[config.mk]
export PLATFORM = sky130hd
export DESIGN_NAME = gpio_alias_unit
export DESIGN_NICKNAME = d
export VERILOG_FILES = /design/src/rtl/gpio_alias_pkg.sv /design/src/rtl/gpio_sync.sv /design/src/rtl/gpio_bank_reg.sv /design/src/rtl/alias_plain_regs.sv /design/src/rtl/gpio_alias_decode.sv /design/src/rtl/gpio_alias_unit.sv
export SDC_FILE = /design/constraint.sdc
export NUM_CORES = 1
export LEC_CHECK = 0
export BUFFER_PORTS_ARGS = -buffer_cell sky130_fd_sc_hd__buf_2
export CAP_MARGIN = 20
export CORE_ASPECT_RATIO = 1.25
export CORE_MARGIN = 3
export CORE_UTILIZATION = 63
export DETAILED_ROUTE_END_ITERATION = 12
export PLACE_DENSITY = 0.85
export SLEW_MARGIN = 10
export SYNTH_ARGS = -nofsm -noshare
export SYNTH_HDL_FRONTEND = slang
export SYNTH_SLANG_ARGS = --single-unit
[constraint.sdc]
create_clock -name clk -period 2.46 [get_ports clk]
set_input_delay 0.246 -clock clk [delete_from_list [all_inputs] [get_ports clk]]
set_output_delay 0.246 -clock clk [all_outputs]
set_load 0.005 [all_outputs]
[src/rtl/gpio_alias_pkg.sv]
// Package: shared constants and types for the aliased GPIO unit.
// Assumes a 3-bit slot address and a 3-bit control byte.
package gpio_alias_pkg;

    localparam int ADDR_W = 3;
    localparam int BYTE_W = 8;
    localparam int NREG   = 5;   // aliased slots

    // Slot order is behaviour: the GPIO view decodes these offsets.
    localparam logic [ADDR_W-1:0] SLOT_LVL = 3'd0;
    localparam logic [ADDR_W-1:0] SLOT_IEN = 3'd1;
    localparam logic [ADDR_W-1:0] SLOT_DIR = 3'd2;
    localparam logic [ADDR_W-1:0] SLOT_INV = 3'd3;
    localparam logic [ADDR_W-1:0] SLOT_SEL = 3'd4;
    localparam logic [ADDR_W-1:0] SLOT_CTL = 3'd5;

    // Control byte layout: bit2 global irq enable, bit1 bank, bit0 map.
    typedef struct packed {
        logic gie;
        logic bank;
        logic map;
    } ctl_t;

endpackage

[src/rtl/gpio_sync.sv]
// Module: multi-stage synchronizer for asynchronous pin inputs.
// Assumes STAGES >= 2; each bit is synchronized independently.
module gpio_sync #(
    parameter int W      = 16,
    parameter int STAGES = 2
) (
    input  logic         clk,
    input  logic         rst_n,
    input  logic [W-1:0] d,
    output logic [W-1:0] q
);

    logic [W-1:0] stage_q [STAGES];

    generate
        for (genvar s = 0; s < STAGES; s++) begin : g_stage
            if (s == 0) begin : g_first
                // First flop samples the raw pins.
                always_ff @(posedge clk) begin
                    if (!rst_n) stage_q[0] <= '0;
                    else        stage_q[0] <= d;
                end
            end else begin : g_next
                // Later flops shift the sample along the chain.
                always_ff @(posedge clk) begin
                    if (!rst_n) stage_q[s] <= '0;
                    else        stage_q[s] <= stage_q[s-1];
                end
            end
        end
    endgenerate

    assign q = stage_q[STAGES-1];

endmodule

[src/rtl/gpio_bank_reg.sv]
// Module: per-pin register written one bank (byte of pins) at a time.
// Assumes NPINS is a multiple of BANK_W; the bank index selects the byte.
module gpio_bank_reg #(
    parameter int NPINS  = 16,
    parameter int BANK_W = 8,
    localparam int NBANKS = NPINS / BANK_W,
    localparam int BSEL_W = (NBANKS > 1) ? $clog2(NBANKS) : 1
) (
    input  logic              clk,
    input  logic              rst_n,
    input  logic              we,
    input  logic [BSEL_W-1:0] bank,
    input  logic [BANK_W-1:0] wdata,
    output logic [NPINS-1:0]  q
);

    // Update only the byte of pins named by the bank index.
    always_ff @(posedge clk) begin
        if (!rst_n) begin
            q <= '0;
        end else if (we) begin
            for (int b = 0; b < NBANKS; b++) begin
                if (bank == BSEL_W'(b)) q[b*BANK_W +: BANK_W] <= wdata;
            end
        end
    end

endmodule

[src/rtl/alias_plain_regs.sv]
// Module: the plain bytes (scratch and four flow characters) that own
// the aliased slots while the GPIO map is off.
// Assumes at most one write strobe is active per cycle.
module alias_plain_regs #(
    parameter int NREG   = 5,
    parameter int BYTE_W = 8
) (
    input  logic                         clk,
    input  logic                         rst_n,
    input  logic [NREG-1:0]              we,
    input  logic [BYTE_W-1:0]            wdata,
    output logic [NREG-1:0][BYTE_W-1:0]  q
);

    generate
        for (genvar r = 0; r < NREG; r++) begin : g_byte
            // Store one plain byte on its own strobe.
            always_ff @(posedge clk) begin
                if (!rst_n)     q[r] <= '0;
                else if (we[r]) q[r] <= wdata;
            end
        end
    endgenerate

endmodule

[src/rtl/gpio_alias_decode.sv]
// Module: address decode and read mux for the shared slots.
// Assumes slot indices 0..NREG-1 are aliased and SLOT_CTL is write-only.
module gpio_alias_decode
    import gpio_alias_pkg::*;
(
    input  logic                        wr_en,
    input  logic [ADDR_W-1:0]           addr,
    input  logic                        map_eff,
    input  logic                        feat_en,
    input  logic [NREG-1:0][BYTE_W-1:0] gpio_rd,
    input  logic [NREG-1:0][BYTE_W-1:0] plain_rd,
    output logic [NREG-1:0]             gpio_we,
    output logic [NREG-1:0]             plain_we,
    output logic                        ctl_we,
    output logic [BYTE_W-1:0]           rdata
);

    // Steer each aliased-slot write to the GPIO or the plain side.
    always_comb begin
        for (int s = 0; s < NREG; s++) begin
            gpio_we[s]  = wr_en && (addr == ADDR_W'(s)) && map_eff;
            plain_we[s] = wr_en && (addr == ADDR_W'(s)) && !map_eff;
        end
        ctl_we = wr_en && (addr == SLOT_CTL) && feat_en;
    end

    // Return the view currently owning the slot; other addresses read 0.
    always_comb begin
        rdata = '0;
        for (int s = 0; s < NREG; s++) begin
            if (addr == ADDR_W'(s)) rdata = map_eff ? gpio_rd[s] : plain_rd[s];
        end
    end

endmodule

[src/rtl/gpio_alias_unit.sv]
// Module: top of the banked GPIO unit with aliased register slots.
// Assumes NPINS = 2 * BYTE_W so one bank bit covers all pins; reset is
// synchronous and active low; gpio_in is asynchronous.
module gpio_alias_unit
    import gpio_alias_pkg::*;
#(
    parameter int NPINS       = 16,
    parameter int SYNC_STAGES = 2
) (
    input  logic                clk,
    input  logic                rst_n,
    input  logic                feat_en,
    input  logic                wr_en,
    input  logic [ADDR_W-1:0]   addr,
    input  logic [BYTE_W-1:0]   wdata,
    output logic [BYTE_W-1:0]   rdata,
    input  logic [NPINS-1:0]    gpio_in,
    input  logic [NPINS-1:0]    alt_out,
    output logic [NPINS-1:0]    gpio_out,
    output logic [NPINS-1:0]    gpio_oe,
    output logic                irq
);

    localparam int NBANKS = NPINS / BYTE_W;
    localparam int BSEL_W = (NBANKS > 1) ? $clog2(NBANKS) : 1;
    localparam int NIDX_LVL = 0;
    localparam int NIDX_IEN = 1;
    localparam int NIDX_DIR = 2;
    localparam int NIDX_INV = 3;
    localparam int NIDX_SEL = 4;

    ctl_t                          ctl_q;
    logic [2:0]                    ctl_raw;
    logic                          map_eff;
    logic                          bank_eff;
    logic                          gie_eff;
    logic [NREG-1:0]               gpio_we;
    logic [NREG-1:0]               plain_we;
    logic                          ctl_we;
    logic [NREG-1:0][BYTE_W-1:0]   plain_q;
    logic [NREG*BYTE_W-1:0]        plain_flat;
    logic [NPINS-1:0]              reg_q [NREG];
    logic [NPINS-1:0]              view  [NREG];
    logic [NREG-1:0][BYTE_W-1:0]   gpio_rd;
    logic [NPINS-1:0]              pin_sync;
    logic [NPINS-1:0]              lvl_view;
    logic [NPINS-1:0]              irq_src;

    // Hold the control byte; writes land only while features are enabled.
    always_ff @(posedge clk) begin
        if (!rst_n)      ctl_q <= '0;
        else if (ctl_we) ctl_q <= ctl_t'(wdata[2:0]);
    end

    // Gate every control bit with the feature enable.
    always_comb begin
        map_eff  = ctl_q.map  && feat_en;
        bank_eff = ctl_q.bank && feat_en;
        gie_eff  = ctl_q.gie  && feat_en;
    end

    assign ctl_raw    = ctl_q;
    assign plain_flat = plain_q;

    gpio_alias_decode i_decode (
        .wr_en    (wr_en),
        .addr     (addr),
        .map_eff  (map_eff),
        .feat_en  (feat_en),
        .gpio_rd  (gpio_rd),
        .plain_rd (plain_q),
        .gpio_we  (gpio_we),
        .plain_we (plain_we),
        .ctl_we   (ctl_we),
        .rdata    (rdata)
    );

    alias_plain_regs #(
        .NREG   (NREG),
        .BYTE_W (BYTE_W)
    ) i_plain (
        .clk   (clk),
        .rst_n (rst_n),
        .we    (plain_we),
        .wdata (wdata),
        .q     (plain_q)
    );

    generate
        for (genvar r = 0; r < NREG; r++) begin : g_reg
            gpio_bank_reg #(
                .NPINS  (NPINS),
                .BANK_W (BYTE_W)
            ) i_reg (
                .clk   (clk),
                .rst_n (rst_n),
                .we    (gpio_we[r]),
                .bank  (BSEL_W'(bank_eff)),
                .wdata (wdata),
                .q     (reg_q[r])
            );
        end
    endgenerate

    gpio_sync #(
        .W      (NPINS),
        .STAGES (SYNC_STAGES)
    ) i_sync (
        .clk   (clk),
        .rst_n (rst_n),
        .d     (gpio_in),
        .q     (pin_sync)
    );

    // Level view: latch for outputs, synchronized pin for inputs.
    always_comb begin
        lvl_view = (reg_q[NIDX_DIR] & reg_q[NIDX_LVL]) |
                   (~reg_q[NIDX_DIR] & pin_sync);
    end

    // Full-width read views, the level slot replaced by the live view.
    always_comb begin
        for (int r = 0; r < NREG; r++) view[r] = reg_q[r];
        view[NIDX_LVL] = lvl_view;
    end

    // Pick the selected bank's byte out of every read view.
    always_comb begin
        for (int r = 0; r < NREG; r++) begin
            gpio_rd[r] = '0;
            for (int b = 0; b < NBANKS; b++) begin
                if (BSEL_W'(bank_eff) == BSEL_W'(b)) gpio_rd[r] = view[r][b*BYTE_W +: BYTE_W];
            end
        end
    end

    // Pin drivers: direction gives enable, select picks latch or alternate.
    always_comb begin
        gpio_oe  = reg_q[NIDX_DIR];
        gpio_out = (reg_q[NIDX_SEL] & alt_out) | (~reg_q[NIDX_SEL] & reg_q[NIDX_LVL]);
    end

    // Level interrupt from enabled inputs after polarity inversion.
    always_comb begin
        irq_src = ~reg_q[NIDX_DIR] & reg_q[NIDX_IEN] & (pin_sync ^ reg_q[NIDX_INV]);
        irq     = gie_eff && (|irq_src);
    end

endmodule

==> summary.txt <==
Outcome
  – Status: finished, final reports clean

Cells and area
  – Area of the multi-input gates: 4040 µm²
  – Fillers: between 700 and 800
  – Sequential cell area: a little over 3000 µm²
  – Area growth syn-to-layout: 15.3%
  – Share of cells above drive strength 1: 0.207
  – Nets@finish: 909
  – N_diodes: 0

Placed design
  – HPWL Detailed: between 10000 and 15000 µm
  – Port Buffers: 87
  – Pre-CTS WS: approximately 0.28 ns
  – RePlAce Congestion: ~0.97

Global routing
  – Initial antenna violation count: 0
  – Gr usage total: 0.329
  – Grt ovf: 0
  – Vias in the first global route: between 6000 and 7000
  – Largest net degree at the start of global routing: slightly above 90
  – First-pass GRT wire length: around 33000 µm

Power
  – Logic pwr share: 0.059
  – Internal Power: around 4.2 mW
  – Leakage: 3.27 nW
  – Seq pwr share: 0.469
  – PD cells: roughly 640 nW/µm²
  – Clock power frac: 0.472
  – Sw Share: 0.231
  – Sw power: roughly 1.3 mW
  – Peak supply drop: roughly 0.60 mV

Setup path
  – Crit start category: register
  – CP bufs+invs: 2
  – Max incr delay on CP: 0.37 ns
  – Setup CP Type: register to output port
  – Crit-path cells: buf_6 -> mux2i_1 -> a211oi_1 -> nor4_1 -> a211oi_1 -> buf_2
  – Slowest CP cell: dfxtp_1
  – Critical path capture point type: output port
  – Worst-path fanout max: 20
  – Top cell family by delay on the critical path: compound AO/OA/AOI/OAI gates
  – Crit-path most repeated cell: a211oi_1
  – Worst Path Arrival: roughly 2.2 ns
  – Worst EP required: ~2.2 ns

Route
  – Antenna-violating nets left: 0
  – Initial drt markers: about 640
  – Average wire per standard cell: 21.0 µm
  – Routed wire length: ~21000 µm
  – Vias: 6446
  – DRC: 0
  – Via density: about 6.4
  – First-pass DRT Iterations: 7

STA
  – Final Max Tran Viols: 0
  – Setup-failing EPs final: 0
  – Layout Skew: 0.00712 ns
  – Worst slew margin: 0.544
  – TNS Setup: 0 ns
  – Unrepaired setup endpoints after global routing: false
  – Final worst-path cycle share: 0.978
  – Final Hold Vio Count: 0
  – Worst Max-Slew Pin Slew: just under 0.7 ns
  – Max Fclk: 416 MHz
  – Final worst slack: ~0.053 ns
  – Period minus WS final: approximately 2.4 ns

Clocking
  – CTS Buffer Depth: 2
  – Clk pin slew, worst setup/hold paths: around 0.060 ns
  – CTS Sinks: about 160
  – CTS Hold Bufs: 0
  – Root Driver: clkbuf_16
  – Worst-skew pair later-pin latency: 0.42 ns
  – CTS buffer count: 17
  – Post-CTS setup buffer count: 0
  – H-tree depth: 4
  – CTS tree: built

Synthesis
  – Sequential area share after synthesis: 0.417
  – Mapped Avg Cell Area: around 9.4 µm²
  – Ys async rst share: 0
  – Top FF cell, synth: dfxtp_1
  – Post-Syn Area: 7440 µm²
  – Post-synth EDFFs: 0
  – Most common library cells after synthesis: 155 x dfxtp_1, 95 x mux2i_1, 72 x nand2_1
  – Mapped Cells: slightly below 800
  – Register bit total from synthesis: 155
  – Post-synth net total: about 840
  – Yosys warnings: 0
  – Post-synth top area share: 0.417
  – Largest area contributor in the netlist: dfxtp_1
  – Most common cell in the synthesized netlist: dfxtp_1
  – Library cells used by synthesis: 48
  – Area contributors post-synth: dfxtp_1 42%, mux2i_1 13%, a21boi_0 6.5%, nor2b_1 5.1%, o21ai_0 4.6%

Floorplanning
  – Core area: around 11000 µm²
  – Die Ht: ~130 µm
  – Ports: ~90
  – Core Rows: 43
  – Die Width: ~100 µm
  – Die area: 13200 µm²
  – Initial core utilization: 0.659

Run
  – Max-cap check violation count: 0

Worst hold path
  – Hold Path Class: input pin to register
cell usage in the layout, fill, tap and decap left out, drive strengths merged, types with 7 or more instances in the layout:
master	synthesis	routed
nand2	72	72
clkbuf	49	19
buf	15	112
a21oi	14	14
o211ai	7	7
xnor2	10	10
inv	10	12
nor2	12	12
a21boi	65	65
nor4	8	8
mux2i	95	95
dfxtp	155	155
and2	35	35
o21ai	69	69
a211oi	21	21
o221ai	8	8
nor2b	61	61
mux2	23	23
registers in the layout, summed over array words and instances, names as in the netlist:
signal / flops
g.i_reg.q: 80
i_plain.q: 40
i_sync.stage_q: 32
ctl_q: 3
power groups by stage:
stage / clock [mW] / combinational, mW / sequential, mW
2_1_floorplan: 0 / 0.205 / 2.62
3_3_place_gp: 0 / 0.303 / 2.62
3_5_place_dp: 0 / 0.313 / 2.63
4_1_cts: 2.60 / 0.315 / 2.57
5_1_grt: 2.71 / 0.346 / 2.57
6_report: 2.59 / 0.321 / 2.57
timing repair:
action                     in CTS  in global routing
setup endpoints to repair       1                  6
resized for setup               1                  6
cloned                          0                  0
through the flow:
step | hold WS, ns | utilization | power [mW] | area (µm²) | instances
6_report | 0.0296 | 0.759 | 5.48 | 8580 | 1009
5_1_grt | 0.0256 | 0.759 | 5.63 | 8580 | 1009
4_1_cts | 0.0256 | 0.757 | 5.48 | 8560 | 1009
3_5_place_dp | 0.419 | 0.705 | 2.94 | 7970 | 978
3_3_place_gp | 0.414 | 0.705 | 2.93 | 7970 | 978
2_1_floorplan | 0.373 | - | 2.82 | 7440 | 795
path summary, 6_finish.rpt:
path / cells past startpoint / slack (ns) / to / start
max: 6 / 0.05 / rdata[1] / ctl_q[1]$_SDFFE_PN0P_
min: 2 / 0.03 / i_sync.stage_q[0][1]$_SDFF_PN0_ / gpio_in[1]
max reg2reg: 5 / 0.24 / g_reg[4].i_reg.q[5]$_SDFFE_PN0P_ / ctl_q[0]$_SDFFE_PN0P_
min reg2reg: 1 / 0.43 / i_sync.stage_q[1][2]$_SDFF_PN0_ / i_sync.stage_q[0][2]$_SDFF_PN0_
kinds of logic after synthesis:
family / count (synthesis) / synth area share
AOI/OAI and AO/OA: 215 / 0.194
xor gates and xnor gates: 16 / 0.0188
buffers and inverters: 74 / 0.0425
DFF: 155 / 0.417
muxes: 118 / 0.163
and+or+nand+nor: 217 / 0.165
metal layers:
layer / track usage / part of all wire / vias to the layer above
met2: 0.519 / 0.47 / 367
met5: 0 / 0 / -
met3: 0.0945 / 0.094 / 77
met4: 0.133 / 0.041 / 0
li1: - / - / 2960
met1: 0.420 / 0.39 / 3042
worst reg2reg max path, cell delays in order (launching register included):
cell	delay, ns
dfxtp_2	0.46
buf_4	0.22
nand4b_4	0.40
nor2_1	0.67
nand2_1	0.15
a21boi_0	0.23
cell type report:
class,instances,share of cell area
clock buffer,19,0.0516
clock inverter,12,0.0166
inverter,10,0.00438
multi-input combinational,566,0.471
sequential,155,0.362
tap,135,0.0197
timing repair buffer,112,0.0748
(Power assumes the default switching activity.)
